==> config.mk <==
export PLATFORM = sky130hd
export DESIGN_NAME = pit_chan
export DESIGN_NICKNAME = d
export VERILOG_FILES = /design/src/rtl/pit_chan_pkg.sv /design/src/rtl/pit_ctrl_dec.sv /design/src/rtl/pit_down_cnt.sv /design/src/rtl/pit_read_seq.sv /design/src/rtl/pit_chan.sv
export SDC_FILE = /design/constraint.sdc
export NUM_CORES = 1
export LEC_CHECK = 0
export BUFFER_PORTS_ARGS = -buffer_cell sky130_fd_sc_hd__buf_2
export CORE_MARGIN = 2
export CORE_UTILIZATION = 47
export DETAILED_ROUTE_END_ITERATION = 7
export GPL_TIMING_DRIVEN = 0
export PLACE_DENSITY = 0.65
export SYNTH_ARGS = -nofsm -noshare
export SYNTH_HDL_FRONTEND = slang
export SYNTH_HIERARCHICAL = 1
export SYNTH_SLANG_ARGS = --single-unit
export TNS_END_PERCENT = 10
==> constraint.sdc <==
create_clock -name clk -period 2 [get_ports clk]
set_input_delay 0.2 -clock clk [delete_from_list [all_inputs] [get_ports clk]]
set_output_delay 0.2 -clock clk [all_outputs]
set_load 0.005 [all_outputs]
==> src/rtl/pit_chan_pkg.sv <==
package pit_chan_pkg;

    localparam int BYTE_W = 8;
    localparam int CNT_W  = 2 * BYTE_W;

    localparam logic [2:0] MODE_ONESHOT = 3'd0;
    localparam logic [2:0] MODE_RATE    = 3'd2;
    localparam logic [2:0] MODE_SQUARE  = 3'd3;

    localparam logic [1:0] ACC_LATCH = 2'd0;
    localparam logic [1:0] ACC_WORD  = 2'd3;
    localparam logic [1:0] SEL_RDBK  = 2'd3;

    typedef enum logic {BYTE_LO = 1'b0, BYTE_HI = 1'b1} byte_sel_e;

    typedef struct packed {
        logic [CNT_W-1:0] count;
        logic [CNT_W-1:0] period;
        logic             run;
        byte_sel_e        wptr;
        logic             out;
        logic [2:0]       mode;
    } cnt_state_t;

    typedef struct packed {
        logic [CNT_W-1:0]  snap;
        logic              held;
        byte_sel_e         rptr;
        logic [BYTE_W-1:0] rdata;
    } rd_state_t;

endpackage

==> src/rtl/pit_ctrl_dec.sv <==
module pit_ctrl_dec
    import pit_chan_pkg::*;
#(
    parameter int CHAN_ID = 2
) (
    input  logic              wr_ctrl,
    input  logic [BYTE_W-1:0] wdata,
    output logic              latch_cmd,
    output logic              setup_cmd,
    output logic              bad_cmd,
    output logic [2:0]        mode_o
);
    logic [1:0] sel;
    logic [1:0] acc;
    logic       ours;
    logic       mode_ok;

    always_comb begin
        sel       = wdata[7:6];
        acc       = wdata[5:4];
        mode_o    = wdata[3:1];
        ours      = (sel == 2'(CHAN_ID));
        mode_ok   = (mode_o == MODE_ONESHOT) || (mode_o == MODE_RATE) ||
                    (mode_o == MODE_SQUARE);
        latch_cmd = wr_ctrl && ours && (acc == ACC_LATCH);
        setup_cmd = wr_ctrl && ours && (acc == ACC_WORD) && mode_ok && !wdata[0];
        bad_cmd   = wr_ctrl && ((sel == SEL_RDBK) ||
                    (ours && (acc != ACC_LATCH) &&
                     ((acc != ACC_WORD) || !mode_ok || wdata[0])));
    end

endmodule

==> src/rtl/pit_down_cnt.sv <==
module pit_down_cnt
    import pit_chan_pkg::*;
(
    input  logic              clk,
    input  logic              rst_n,
    input  logic              tick_en,
    input  logic              wr_data,
    input  logic [BYTE_W-1:0] wdata,
    input  logic              setup_cmd,
    input  logic [2:0]        mode_i,
    output logic [CNT_W-1:0]  count_o,
    output logic              out_o
);
    cnt_state_t st_d, st_q;

    always_comb begin
        st_d = st_q;
        if (setup_cmd) st_d.mode = mode_i;
        if (wr_data) begin
            if (st_q.wptr == BYTE_LO) begin
                st_d.count[BYTE_W-1:0] = wdata;
                st_d.run  = 1'b0;
                st_d.out  = 1'b0;
                st_d.wptr = BYTE_HI;
            end else begin
                st_d.count[CNT_W-1:BYTE_W] = wdata;
                st_d.period = {wdata, st_q.count[BYTE_W-1:0]};
                st_d.run    = ({wdata, st_q.count[BYTE_W-1:0]} != '0);
                st_d.wptr   = BYTE_LO;
            end
        end else if (st_q.run && tick_en) begin
            if (st_q.count <= CNT_W'(1)) begin
                if (st_q.mode == MODE_ONESHOT) begin
                    st_d.count = '0;
                    st_d.out   = 1'b1;
                    st_d.run   = 1'b0;
                end else begin
                    st_d.count = st_q.period;
                end
            end else begin
                st_d.count = st_q.count - CNT_W'(1);
            end
        end
    end

    always_ff @(posedge clk or negedge rst_n) begin
        if (!rst_n) st_q <= '{count: '0, period: '0, run: 1'b0, wptr: BYTE_LO,
                             out: 1'b0, mode: MODE_ONESHOT};
        else        st_q <= st_d;
    end

    assign count_o = st_q.count;
    assign out_o   = st_q.out;

    // a low-byte write quiets the output and halts the count
    a_r8_lo_write_quiets: assert property (@(posedge clk) disable iff (!rst_n)
        (wr_data && st_q.wptr == BYTE_LO) |=> (!st_q.out && !st_q.run));
    // once high, the output stays high until a data write
    a_r11_out_holds: assert property (@(posedge clk) disable iff (!rst_n)
        (st_q.out && !wr_data) |=> st_q.out);
    // a stopped counter holds its value without a data write
    a_r10_idle_hold: assert property (@(posedge clk) disable iff (!rst_n)
        (!st_q.run && !wr_data) |=> $stable(st_q.count));
    // a running counter never sits at zero
    a_r12_run_nonzero: assert property (@(posedge clk) disable iff (!rst_n)
        st_q.run |-> (st_q.count != '0));

endmodule

==> src/rtl/pit_read_seq.sv <==
module pit_read_seq
    import pit_chan_pkg::*;
(
    input  logic              clk,
    input  logic              rst_n,
    input  logic              latch_cmd,
    input  logic              rd_stb,
    input  logic [CNT_W-1:0]  count_i,
    output logic [BYTE_W-1:0] rdata_o
);
    rd_state_t rs_d, rs_q;
    logic [CNT_W-1:0] src;

    always_comb begin
        rs_d = rs_q;
        src  = rs_q.held ? rs_q.snap : count_i;
        if (latch_cmd && !rs_q.held) begin
            rs_d.held = 1'b1;
            rs_d.snap = count_i;
            rs_d.rptr = BYTE_LO;
        end else if (rd_stb) begin
            if (rs_q.rptr == BYTE_LO) begin
                rs_d.rdata = src[BYTE_W-1:0];
                rs_d.rptr  = BYTE_HI;
            end else begin
                rs_d.rdata = src[CNT_W-1:BYTE_W];
                rs_d.rptr  = BYTE_LO;
                rs_d.held  = 1'b0;
            end
        end
    end

    always_ff @(posedge clk or negedge rst_n) begin
        if (!rst_n) rs_q <= '{snap: '0, held: 1'b0, rptr: BYTE_LO, rdata: '0};
        else        rs_q <= rs_d;
    end

    assign rdata_o = rs_q.rdata;

    // a pending snapshot is not overwritten by another latch command
    a_r4_latch_ignored: assert property (@(posedge clk) disable iff (!rst_n)
        (rs_q.held && latch_cmd && !rd_stb) |=> $stable(rs_q.snap));
    // reading the high byte of a snapshot releases it
    a_r5_release: assert property (@(posedge clk) disable iff (!rst_n)
        (rs_q.held && rd_stb && rs_q.rptr == BYTE_HI) |=> !rs_q.held);
    // read data only moves on a read strobe
    a_r6_rdata_stable: assert property (@(posedge clk) disable iff (!rst_n)
        !rd_stb |=> $stable(rs_q.rdata));

endmodule

==> src/rtl/pit_chan.sv <==
module pit_chan
    import pit_chan_pkg::*;
#(
    parameter int CHAN_ID   = 2,
    parameter int SPKR_CHAN = 2,
    parameter int SPKR_BIT  = 5
) (
    input  logic              clk,
    input  logic              rst_n,
    input  logic              tick_en,
    input  logic              wr_ctrl,
    input  logic              wr_data,
    input  logic              rd_data,
    input  logic [BYTE_W-1:0] wdata,
    output logic [BYTE_W-1:0] rdata,
    output logic              cnt_out,
    output logic              unsup,
    output logic [BYTE_W-1:0] port_status
);
    logic             latch_cmd, setup_cmd, bad_cmd;
    logic [2:0]       new_mode;
    logic [CNT_W-1:0] count;
    logic             unsup_d, unsup_q;

    pit_ctrl_dec #(.CHAN_ID(CHAN_ID)) u_dec (
        .wr_ctrl   (wr_ctrl),
        .wdata     (wdata),
        .latch_cmd (latch_cmd),
        .setup_cmd (setup_cmd),
        .bad_cmd   (bad_cmd),
        .mode_o    (new_mode)
    );

    pit_down_cnt u_cnt (
        .clk       (clk),
        .rst_n     (rst_n),
        .tick_en   (tick_en),
        .wr_data   (wr_data),
        .wdata     (wdata),
        .setup_cmd (setup_cmd),
        .mode_i    (new_mode),
        .count_o   (count),
        .out_o     (cnt_out)
    );

    pit_read_seq u_rd (
        .clk       (clk),
        .rst_n     (rst_n),
        .latch_cmd (latch_cmd),
        .rd_stb    (rd_data),
        .count_i   (count),
        .rdata_o   (rdata)
    );

    always_comb begin
        unsup_d = unsup_q;
        if (wr_ctrl) unsup_d = bad_cmd;
    end

    always_ff @(posedge clk or negedge rst_n) begin
        if (!rst_n) unsup_q <= 1'b0;
        else        unsup_q <= unsup_d;
    end

    assign unsup = unsup_q;

    generate
        if (CHAN_ID == SPKR_CHAN) begin : g_spkr
            assign port_status = BYTE_W'(cnt_out) << SPKR_BIT;
        end else begin : g_nospkr
            assign port_status = '0;
        end
    endgenerate

    // the flag only rises after a control-word write
    a_r3_flag_source: assert property (@(posedge clk) disable iff (!rst_n)
        $rose(unsup_q) |-> $past(wr_ctrl));
    // without a control-word write the flag holds
    a_r3_flag_holds: assert property (@(posedge clk) disable iff (!rst_n)
        !wr_ctrl |=> $stable(unsup_q));

endmodule

==> impl_metrics.env, run 1 <==
export IMPL_final_common_cell="nand2_1"
export IMPL_pin_count=32
export IMPL_p_leak_uw=0.00204
export IMPL_slowest_delay_ns=0.40
export IMPL_start_kind="flip-flop"
export IMPL_grt_pass1_wl_mm=14.7
export IMPL_hold_slack_ns=0.127
export IMPL_antenna_found_initial=0
export IMPL_rsz0062_at_grt="true"
export IMPL_vias_per_cell=5.43
export IMPL_vdd_drop_max_mv=0.591
export IMPL_rows=32
export IMPL_final_cell_area_um2=4260
export IMPL_num_vias=3042
export IMPL_die_x_um=92.3
export IMPL_ant_nets=0
export IMPL_synthTopCellsByArea="dfrtp_1, nand2_1, buf_4, mux2i_1, a31oi_1"
export IMPL_maxSlewViolCount=0
export IMPL_ys_warn_count=6
export IMPL_dp_hpwl_mm=6.19
export IMPL_drt_total_wl_mm=8.88
export IMPL_crit_type="reg -> reg"
export IMPL_ys_seq_area_share_pct=44.3
export IMPL_synth_seq_cells=65
export IMPL_r2r_slack_ns=0.05
export IMPL_grt_pass1_vias=2916
export IMPL_cp_required_ns=2.24
export IMPL_layout_drive_gt1_share_pct=24.5
export IMPL_fin_nets=470
export IMPL_netlist_area_um2=3670
export IMPL_dominantRegCellSynth="dfrtp_1"
export IMPL_max_freq_mhz=512
export IMPL_gp_congestion=0.903
export IMPL_tightest_slew_ns=0.816
export IMPL_hold_path_class="in -> reg"
export IMPL_synth_avg_cell_area_um2=8.99
export IMPL_htree_levels=3
export IMPL_grt_usage_pct=21.9
export IMPL_cts_sinks=65
export IMPL_path_common_cell="buf_6"
export IMPL_cts_buffers=9
export IMPL_drc=0
export IMPL_die_h_um=92.3
export IMPL_hold_viol_final=0
export IMPL_antenna_cells_inserted=0
export IMPL_worstReg2RegEnd="u_cnt/st_q[5]$_DFFE_PN0P_"
export IMPL_clk_path_buf_depth=2
export IMPL_io_buffers=23
export IMPL_hold_path_endpoint="u_rd/rs_q[9]$_DFFE_PN0P_"
export IMPL_place_area_um2=3940
export IMPL_clk_latency_ns=0.34
export IMPL_yosys_area_top_type="dfrtp_1"
export IMPL_cts_tree="yes"
export IMPL_start_util_pct=48.0
export IMPL_final_cell_mix="nand2_1, dfrtp_1, buf_4"
export IMPL_synth_top_area_share_pct=44.3
export IMPL_clockRootBuffer="clkbuf_8"
export IMPL_dr_pass1_iters=5
export IMPL_grt_max_degree=66
export IMPL_crit_chain="buf_6 > nor4_4 > o2111ai_2 > buf_4 > nor2_4 > buf_6 > nand3_2 > a31o_2"
export IMPL_fin_crit_sh_pct=97.7
export IMPL_end_kind="flip-flop"
export IMPL_maxCapViolations=0
export IMPL_drt_iter0_drc=189
export IMPL_fp_dieArea_um2=8530
export IMPL_core_area_um2=7650
export IMPL_critPathMaxFanout=7
export IMPL_synth_edf_count=0
export IMPL_cp_slowest_cell="nor4_4"
export IMPL_async_flop_share_pct=100
export IMPL_max_slew_margin_pct=45.6
export IMPL_timing_rr_start="u_cnt/count_o[4]$_DFFE_PN0P_"
export IMPL_arrival_ns=2.19
export IMPL_finalSetupTns_ns=0
export IMPL_area_growth_pct=16.2
export IMPL_routedWlPerCell_um=15.8
export IMPL_synth_distinct_cells=52
export IMPL_rr_worst_depth=8
export IMPL_power_per_cell_area_nw_per_um2=1420
export IMPL_fin_crit_ns=1.95
export IMPL_clkTransAtPathRegs_ns=0.07
export IMPL_postSynthCellCount=408
export IMPL_status="complete, no violations"
export IMPL_postLayoutCoreUtil_pct=55.7
export IMPL_holdPathStages=2
export IMPL_final_setup_viol_count=0
export IMPL_min_from="rd_data"
export IMPL_fin_skew_ns=0.00406
export IMPL_overflow=0
## Yosys cell counts (5+ instances only)
cell	count
nand2_1	108
dfrtp_1	65
buf_4	38
o21ai_0	21
a31oi_1	17
mux2i_1	16
nand3_1	15
nor2_1	12
clkbuf_1	10
nor3_1	8
o221ai_1	8
or3_1	8
xnor2_1	6
xor2_1	6
a21oi_1	5
inv_1	5
## repair_timing
item,CTS,global route
gates resized for setup,3,10
pin swaps,2,6
setup buffers,2,5
hold buffers,1,0
setup endpoints to repair,16,15
endpoints found under the hold margin,65,0
## routing by layer
layer,GRT usage [%],wire (um),up-vias
met5,0,0,-
met1,29.5,3980,1449
met3,4.07,520,23
met2,34.7,4140,117
li1,-,-,1453
met4,8.96,232,0
## logic make-up after synthesis
group,Yosys count,synth area share (%)
flip-flops,65,44.3
multiplexers,21,6.00
adder cells (fa/ha/maj),3,1.02
XOR/XNOR,12,2.86
AO/OA/AOI/OAI,70,12.6
buffers and inverters,62,11.5
AND/OR/NAND/NOR,174,21.6
other,1,0.102
## critical path: cells and delay by family, from the launching register on
family / cells / cell delay [ns]
AOI/OAI and AO/OA: 2 / 0.43
buffers and inverters: 3 / 0.45
DFF: 1 / 0.39
and+or+nand+nor: 3 / 0.58
## area by class of cell
cell class / instances / area, um^2
well taps: 102 / 128
inverters: 5 / 18.8
multi-input cells: 287 / 1680
plain buffers: 54 / 400
clock buffers: 14 / 163
repair buffers: 31 / 184
clock inverters: 2 / 60.1
fillers: 720 / 3390
flip-flops and latches: 65 / 1630
## sequential cells by signal, summed over array words and instances (netlist names)
signal	count
u_cnt/st_q	21
u_cnt/count_o	16
unsup	1
u_rd/rs_q	18
u_rd/rdata_o	8
u_cnt/out_o	1
## power by group
part | internal, uW | total [uW] | leakage [uW] | switching, uW
combinational | 1160 | 2280 | 0.00113 | 1110
sequential | 1910 | 2500 | 0.000796 | 587
clock | 772 | 1260 | 0.000111 | 487
total | 3840 | 6030 | 0.00204 | 2190
## stage by stage
step                setup WS [ns]  power, uW  instances
floorplan                   0.202       4060        414
global placement           -0.139       4630        539
detailed placement         -0.153       4700        539
CTS                       0.00575       6010        558
global route             -0.00690       6460        560
finish                     0.0457       6030        560
## worst max-delay path by stage
stage | from | endpoint | slack [ns] | depth (start not counted)
2_1_floorplan | u_cnt/count_o[10]$_DFFE_PN0P_ | u_cnt/count_o[13]$_DFFE_PN0P_ | 0.20 | 5
5_1_grt | u_cnt/count_o[4]$_DFFE_PN0P_ | u_cnt/count_o[11]$_DFFE_PN0P_ | -0.007 | 8
3_3_place_gp | u_cnt/count_o[6]$_DFFE_PN0P_ | u_cnt/count_o[9]$_DFFE_PN0P_ | -0.14 | 6
6_report | u_cnt/count_o[4]$_DFFE_PN0P_ | u_cnt/st_q[5]$_DFFE_PN0P_ | 0.05 | 8
3_5_place_dp | u_cnt/count_o[6]$_DFFE_PN0P_ | u_cnt/count_o[4]$_DFFE_PN0P_ | -0.15 | 6
4_1_cts | u_cnt/count_o[6]$_DFFE_PN0P_ | u_cnt/count_o[6]$_DFFE_PN0P_ | 0.006 | 6
(Power assumes the default switching activity.)
==> run 2, diff against run 1 <==
--- a/config.mk
+++ b/config.mk
@@ -7,10 +7,10 @@
 export LEC_CHECK = 0
 export BUFFER_PORTS_ARGS = -buffer_cell sky130_fd_sc_hd__buf_2
 export CORE_MARGIN = 2
-export CORE_UTILIZATION = 47
+export CORE_UTILIZATION = 60
 export DETAILED_ROUTE_END_ITERATION = 7
 export GPL_TIMING_DRIVEN = 0
-export PLACE_DENSITY = 0.65
+export PLACE_DENSITY = 0.8
 export SYNTH_ARGS = -nofsm -noshare
 export SYNTH_HDL_FRONTEND = slang
 export SYNTH_HIERARCHICAL = 1
==> run 2 against run 1 <==
  * Combinational power is 2% higher
  * Worst setup slack better by 0.039 ns
  * Global-route usage is 6.3 points higher
  * Worst hold slack worse by 0.0028 ns
  * Flip-flop and latch count stayed put
  * Via count is 3.6% higher
  * Register-to-register slack better by 0.04 ns
  * Clock skew is 0.0030 ns higher
  * Maximum frequency is 2.0% higher
  * Core utilization is 15 points higher
==> impl_metrics.env, run 2 (synthesized netlist as in run 1, its figures left out) <==
export IMPL_status="complete, no violations"
export IMPL_arrival_ns=2.14
export IMPL_fin_skew_ns=0.00709
export IMPL_dp_hpwl_mm=6.02
export IMPL_postLayoutCoreUtil_pct=71.2
export IMPL_max_slew_margin_pct=45.9
export IMPL_crit_chain="or3_4 > or3_1 > or3_1 > xor2_1 > o21ai_2"
export IMPL_clk_latency_ns=0.35
export IMPL_start_kind="flip-flop"
export IMPL_maxSlewViolCount=0
export IMPL_drt_total_wl_mm=8.79
export IMPL_min_from="wdata[6]"
export IMPL_top_register="u_cnt/st_q"
export IMPL_hold_viol_final=0
export IMPL_die_h_um=82.2
export IMPL_critPathMaxFanout=5
export IMPL_grt_max_degree=66
export IMPL_crit_type="reg -> reg"
export IMPL_overflow=0
export IMPL_antenna_found_initial=0
export IMPL_worstReg2RegEnd="u_cnt/count_o[13]$_DFFE_PN0P_"
export IMPL_hold_path_endpoint="u_cnt/st_q[20]$_DFFE_PN0P_"
export IMPL_gp_congestion=0.922
export IMPL_worstSetupStartpoint="u_cnt/count_o[9]$_DFFE_PN0P_"
export IMPL_p_leak_uw=0.00203
export IMPL_start_util_pct=62.0
export IMPL_clockRootBuffer="clkbuf_8"
export IMPL_pin_count=32
export IMPL_fin_nets=472
export IMPL_grt_pass1_vias=2963
export IMPL_grt_pass1_wl_mm=14.1
export IMPL_r2r_slack_ns=0.08
export IMPL_place_area_um2=3900
export IMPL_crit_buf_inv=0
export IMPL_final_setup_viol_count=0
export IMPL_ant_nets=0
export IMPL_slowest_delay_ns=0.45
export IMPL_routedWlPerCell_um=16.4
export IMPL_area_growth_pct=14.8
export IMPL_fp_dieArea_um2=6760
export IMPL_final_common_cell="nand2_1"
export IMPL_path_common_cell="or3_1"
export IMPL_die_x_um=82.2
export IMPL_tightest_slew_ns=0.812
export IMPL_timing_rr_start="u_cnt/count_o[9]$_DFFE_PN0P_"
export IMPL_fin_crit_sh_pct=95.8
export IMPL_drc=0
export IMPL_maxCapViolations=0
export IMPL_cts_buffers=9
export IMPL_cts_sinks=65
export IMPL_hold_path_class="in -> reg"
export IMPL_end_kind="flip-flop"
export IMPL_drt_iter0_drc=213
export IMPL_antenna_cells_inserted=0
export IMPL_cp_slowest_cell="dfrtp_2"
export IMPL_power_per_cell_area_nw_per_um2=1400
export IMPL_htree_levels=3
export IMPL_fin_crit_ns=1.92
export IMPL_layout_drive_gt1_share_pct=26.1
export IMPL_dr_pass1_iters=6
export IMPL_largest_reg_flops=21
export IMPL_max_freq_mhz=522
export IMPL_grt_usage_pct=28.1
export IMPL_rr_worst_depth=5
export IMPL_holdPathStages=3
export IMPL_clk_path_buf_depth=2
export IMPL_vdd_drop_max_mv=0.859
export IMPL_num_vias=3151
export IMPL_cts_tree="yes"
export IMPL_final_cell_mix="nand2_1, dfrtp_1, buf_4"
export IMPL_io_buffers=23
export IMPL_finalSetupTns_ns=0
export IMPL_cp_required_ns=2.23
export IMPL_core_area_um2=5920
export IMPL_clkTransAtPathRegs_ns=0.07
export IMPL_final_cell_area_um2=4210
export IMPL_vias_per_cell=5.89
export IMPL_rows=28
export IMPL_critical_path_top_delay_family="simple AND/OR/NAND/NOR gates"
export IMPL_rsz0062_at_grt="true"
-- run 2: stage by stage --
stage / std cells / total power (uW) / setup slack [ns] / hold slack (ns)
3_3_place_gp: 512 / 4590 / -0.125 / 0.458
3_5_place_dp: 512 / 4680 / -0.138 / 0.345
2_1_floorplan: 414 / 4060 / 0.202 / -0.0956
6_report: 535 / 5900 / 0.0843 / 0.124
4_1_cts: 532 / 5830 / 0.00742 / 0.114
5_1_grt: 535 / 6320 / -0.0288 / 0.139
-- run 2: worst register-to-register path, cell delays in order (launching register included) --
cell and delay [ns]:
dfrtp_2 0.45, or3_4 0.40, or3_1 0.33, or3_1 0.37, xor2_1 0.18, o21ai_2 0.06
-- run 2: what timing repair did --
item | in CTS | in global routing
cloned | 0 | 0
endpoints found under the hold margin | 65 | 0
pin swaps | 1 | 2
endpoints found under the setup margin | 15 | 16
hold buffers | 1 | 0
buffers inserted | 3 | 4
gates resized for setup | 2 | 16
-- run 2: worst max path at each step --
stage                                     to  slack, ns  depth (start not counted)
3_5_place_dp    u_cnt/count_o[4]$_DFFE_PN0P_      -0.14                          7
3_3_place_gp    u_cnt/count_o[4]$_DFFE_PN0P_      -0.13                          6
4_1_cts         u_cnt/count_o[6]$_DFFE_PN0P_      0.007                          6
2_1_floorplan  u_cnt/count_o[13]$_DFFE_PN0P_       0.20                          5
5_1_grt        u_cnt/count_o[10]$_DFFE_PN0P_      -0.03                          6
6_report       u_cnt/count_o[13]$_DFFE_PN0P_       0.08                          5
-- run 2: power by group --
group          total (uW)  leakage (uW)  internal [uW]  switching [uW]
clock network        1100      0.000102            600             503
logic                2330       0.00114           1150            1180
registers            2470      0.000791           1920             545
total                5900       0.00203           3670            2230
-- run 2: layout make-up --
type / instances / area (um^2)
Buffer: 56 / 402
Sequential cell: 65 / 1640
Multi-Input combinational cell: 287 / 1690
Tap cell: 75 / 93.8
Timing Repair Buffer: 31 / 180
Clock inverter: 6 / 57.6
Clock buffer: 10 / 138
Inverter: 5 / 18.8
Fill cell: 465 / 1710
-- run 2: metal layers --
layer | wire [um] | vias to the layer above | global-route usage (%)
met5 | 0 | - | 0
met4 | 252 | 0 | 14.8
met3 | 673 | 27 | 4.35
met2 | 4220 | 157 | 44.4
met1 | 3650 | 1499 | 37.4
li1 | - | 1468 | -
==> run 3, diff against run 2 <==
--- a/config.mk
+++ b/config.mk
@@ -5,6 +5,7 @@
 export SDC_FILE = /design/constraint.sdc
 export NUM_CORES = 1
 export LEC_CHECK = 0
+export ABC_AREA = 1
 export BUFFER_PORTS_ARGS = -buffer_cell sky130_fd_sc_hd__buf_2
 export CORE_MARGIN = 2
 export CORE_UTILIZATION = 60
==> run 3 against run 2 <==
  * Core utilization decreased by 2.1 points
  * Combinational power decreased by 30%
  * First-iteration DRC count increased by 46%
  * Sequential share of layout area decreased by 4.2 points
  * Clock-buffer cell count increased by 1
  * Global-route usage increased by 0.48 points
  * Highest routed layer unchanged
==> impl_metrics.env, run 3 <==
export IMPL_largest_reg_flops=21
export IMPL_dr_pass1_iters=6
export IMPL_fin_skew_ns=0.00930
export IMPL_synth_avg_cell_area_um2=7.03
export IMPL_io_buffers=23
export IMPL_die_x_um=87.6
export IMPL_cts_tree="yes"
export IMPL_slowest_delay_ns=0.46
export IMPL_r2r_slack_ns=0.14
export IMPL_synth_most_common_cell="nand2_1"
export IMPL_timing_rr_start="u_cnt/count_o[0]$_DFFE_PN0P_"
export IMPL_combPwrFrac_pct=32.9
export IMPL_dominantRegCellSynth="dfrtp_1"
export IMPL_cts_sinks=65
export IMPL_ys_warn_count=6
export IMPL_max_freq_mhz=538
export IMPL_p_leak_uw=0.00260
export IMPL_crit_chain="inv_2 > ha_1 > inv_1 > nor2_2 > nand4_1 > nand2_4 > nand2_4 > nor3_1 > o22ai_1"
export IMPL_vias_per_cell=5.13
export IMPL_rsz0062_at_grt="false"
export IMPL_critical_path_top_delay_family="simple AND/OR/NAND/NOR gates"
export IMPL_pin_count=32
export IMPL_rr_worst_depth=9
export IMPL_final_cell_count_no_fill=737
export IMPL_path_common_cell="nand2_4"
export IMPL_drt_total_wl_mm=10.4
export IMPL_crit_buf_inv=2
export IMPL_dpl_cell_count=721
export IMPL_start_util_pct=61.7
export IMPL_endpoint="u_cnt/st_q[5]$_DFFE_PN0P_"
export IMPL_end_kind="flip-flop"
export IMPL_overflow=0
export IMPL_routedWlPerCell_um=14.1
export IMPL_antenna_found_initial=0
export IMPL_post_place_ws_ns=0.0786
export IMPL_start_kind="flip-flop"
export IMPL_cts_buffers=9
export IMPL_layout_drive_gt1_share_pct=18.7
export IMPL_yosys_area_top_type="dfrtp_1"
export IMPL_synth_distinct_cells=35
export IMPL_area_growth_pct=11.9
export IMPL_die_h_um=87.6
export IMPL_cp_slowest_cell="dfrtp_1"
export IMPL_fin_ws_ns=0.141
export IMPL_ant_nets=0
export IMPL_drc=0
export IMPL_final_common_cell="nand2_1"
export IMPL_worstSetupStartpoint="u_cnt/count_o[0]$_DFFE_PN0P_"
export IMPL_post_cts_buffers=0
export IMPL_tightest_slew_ns=0.827
export IMPL_final_setup_viol_count=0
export IMPL_postSynthCellCount=596
export IMPL_clkTransAtPathRegs_ns=0.07
export IMPL_fp_dieArea_um2=7670
export IMPL_maxCapViolations=0
export IMPL_drt_iter0_drc=312
export IMPL_fin_nets=654
export IMPL_hold_path_class="in -> reg"
export IMPL_fin_crit_sh_pct=92.9
export IMPL_synthTopCellsByArea="dfrtp_1, nand2_1, buf_4, inv_1, nand3_1"
export IMPL_p_sw_uw=1800
export IMPL_p_total_uw=4980
export IMPL_status="complete, no violations"
export IMPL_top_register="u_cnt/st_q"
export IMPL_finalSetupTns_ns=0
export IMPL_rows=30
export IMPL_core_area_um2=6790
export IMPL_grt_max_degree=66
export IMPL_power_per_cell_area_nw_per_um2=1060
export IMPL_clk_latency_ns=0.35
export IMPL_maxSlewViolCount=0
export IMPL_final_cell_mix="nand2_1, inv_1, dfrtp_1"
export IMPL_antenna_cells_inserted=0
export IMPL_synth_seq_cells=65
export IMPL_crit_cells=9
export IMPL_max_slew_margin_pct=44.9
export IMPL_postLayoutCoreUtil_pct=69.1
export IMPL_fin_crit_ns=1.86
export IMPL_grt_pass1_vias=3696
export IMPL_gp_congestion=0.938
export IMPL_vdd_drop_max_mv=0.607
export IMPL_critPathMaxFanout=9
export IMPL_htree_levels=3
export IMPL_clockRootBuffer="clkbuf_8"
export IMPL_p_int_uw=3180
export IMPL_ys_seq_area_share_pct=38.8
export IMPL_clockPowerShare_pct=26.0
export IMPL_crit_type="reg -> reg"
export IMPL_p_seq_share_pct=41.1
export IMPL_cp_required_ns=2.22
export IMPL_synth_top_area_share_pct=38.8
export IMPL_grt_pass1_wl_mm=17.0
export IMPL_arrival_ns=2.07
export IMPL_hold_viol_final=0
export IMPL_clk_path_buf_depth=2
export IMPL_worstReg2RegEnd="u_cnt/st_q[5]$_DFFE_PN0P_"
export IMPL_netlist_area_um2=4190
export IMPL_swShare_pct=36.1
export IMPL_synth_edf_count=0
export IMPL_grt_usage_pct=28.6
export IMPL_num_vias=3784
export IMPL_async_flop_share_pct=100
export IMPL_synthTopCellsByCount="nand2_1, inv_1, dfrtp_1, nand3_1, nor2_1"
export IMPL_dp_hpwl_mm=7.47
-- run 3: repair_timing --
item	4_1_cts	5_1_grt
gates resized for setup	0	2
hold endpoints to repair	42	0
setup endpoints to repair	0	9
hold buffers	1	0
-- run 3: layout make-up --
cell class | count | area [um^2]
inverters | 86 | 333
fillers | 605 | 2100
clock inverters | 4 | 76.3
clock buffers | 11 | 151
multi-input cells | 401 | 1870
plain buffers | 50 | 387
well taps | 96 | 120
flip-flops and latches | 65 | 1630
repair buffers | 24 | 128
-- run 3: worst min-delay path: stages --
cell and delay [ns]:
buf_2 0.11, nand2_1 0.06, nand2_1 0.05
-- run 3: kinds of logic after synthesis --
logic type	Yosys count	synth area share (%)
and+or+nand+nor	327	34.3
buffers and inverters	136	17.2
DFF	65	38.8
AOI/OAI and AO/OA	60	7.94
xor gates and xnor gates	4	0.835
adders and majority gates	3	0.895
other	1	0.0894
-- run 3: how the worst min path moves through the flow --
stage               startpoint                           end  slack (ns)  depth (start not counted)
global route           wr_ctrl             unsup$_DFFE_PN0P_        0.13                          3
global placement       wr_ctrl             unsup$_DFFE_PN0P_        0.45                          3
CTS                    wr_ctrl             unsup$_DFFE_PN0P_        0.11                          3
finish                 wr_ctrl             unsup$_DFFE_PN0P_        0.11                          3
floorplan                rst_n  u_cnt/count_o[0]$_DFFE_PN0P_        -0.1                          0
detailed placement       rst_n     u_rd/rs_q[25]$_DFFE_PN0P_        0.36                          1
-- run 3: per-stage QoR --
| step | area [um^2] | hold WS, ns |
|---|---|---|
| 2_1_floorplan | 4220 | -0.0956 |
| 3_3_place_gp | 4450 | 0.453 |
| 3_5_place_dp | 4450 | 0.361 |
| 4_1_cts | 4690 | 0.114 |
| 5_1_grt | 4690 | 0.133 |
| 6_report | 4690 | 0.109 |
-- run 3: power groups by stage --
stage / Clock [uW] / Combinational, uW / Sequential (uW)
finish: 1290 / 1640 / 2050
global route: 1360 / 1870 / 2090
CTS: 1300 / 1630 / 2040
detailed placement: 0 / 1610 / 2060
global placement: 0 / 1570 / 2040
floorplan: 0 / 1270 / 1960
-- run 3: metal layers --
layer | routed length [um] | global-route usage, % | vias up
met1 | 4370 | 34.8 | 1729
met2 | 5020 | 49.7 | 146
li1 | - | - | 1872
met4 | 441 | 12.6 | 0
met5 | 0 | 0 | -
met3 | 540 | 5.09 | 37
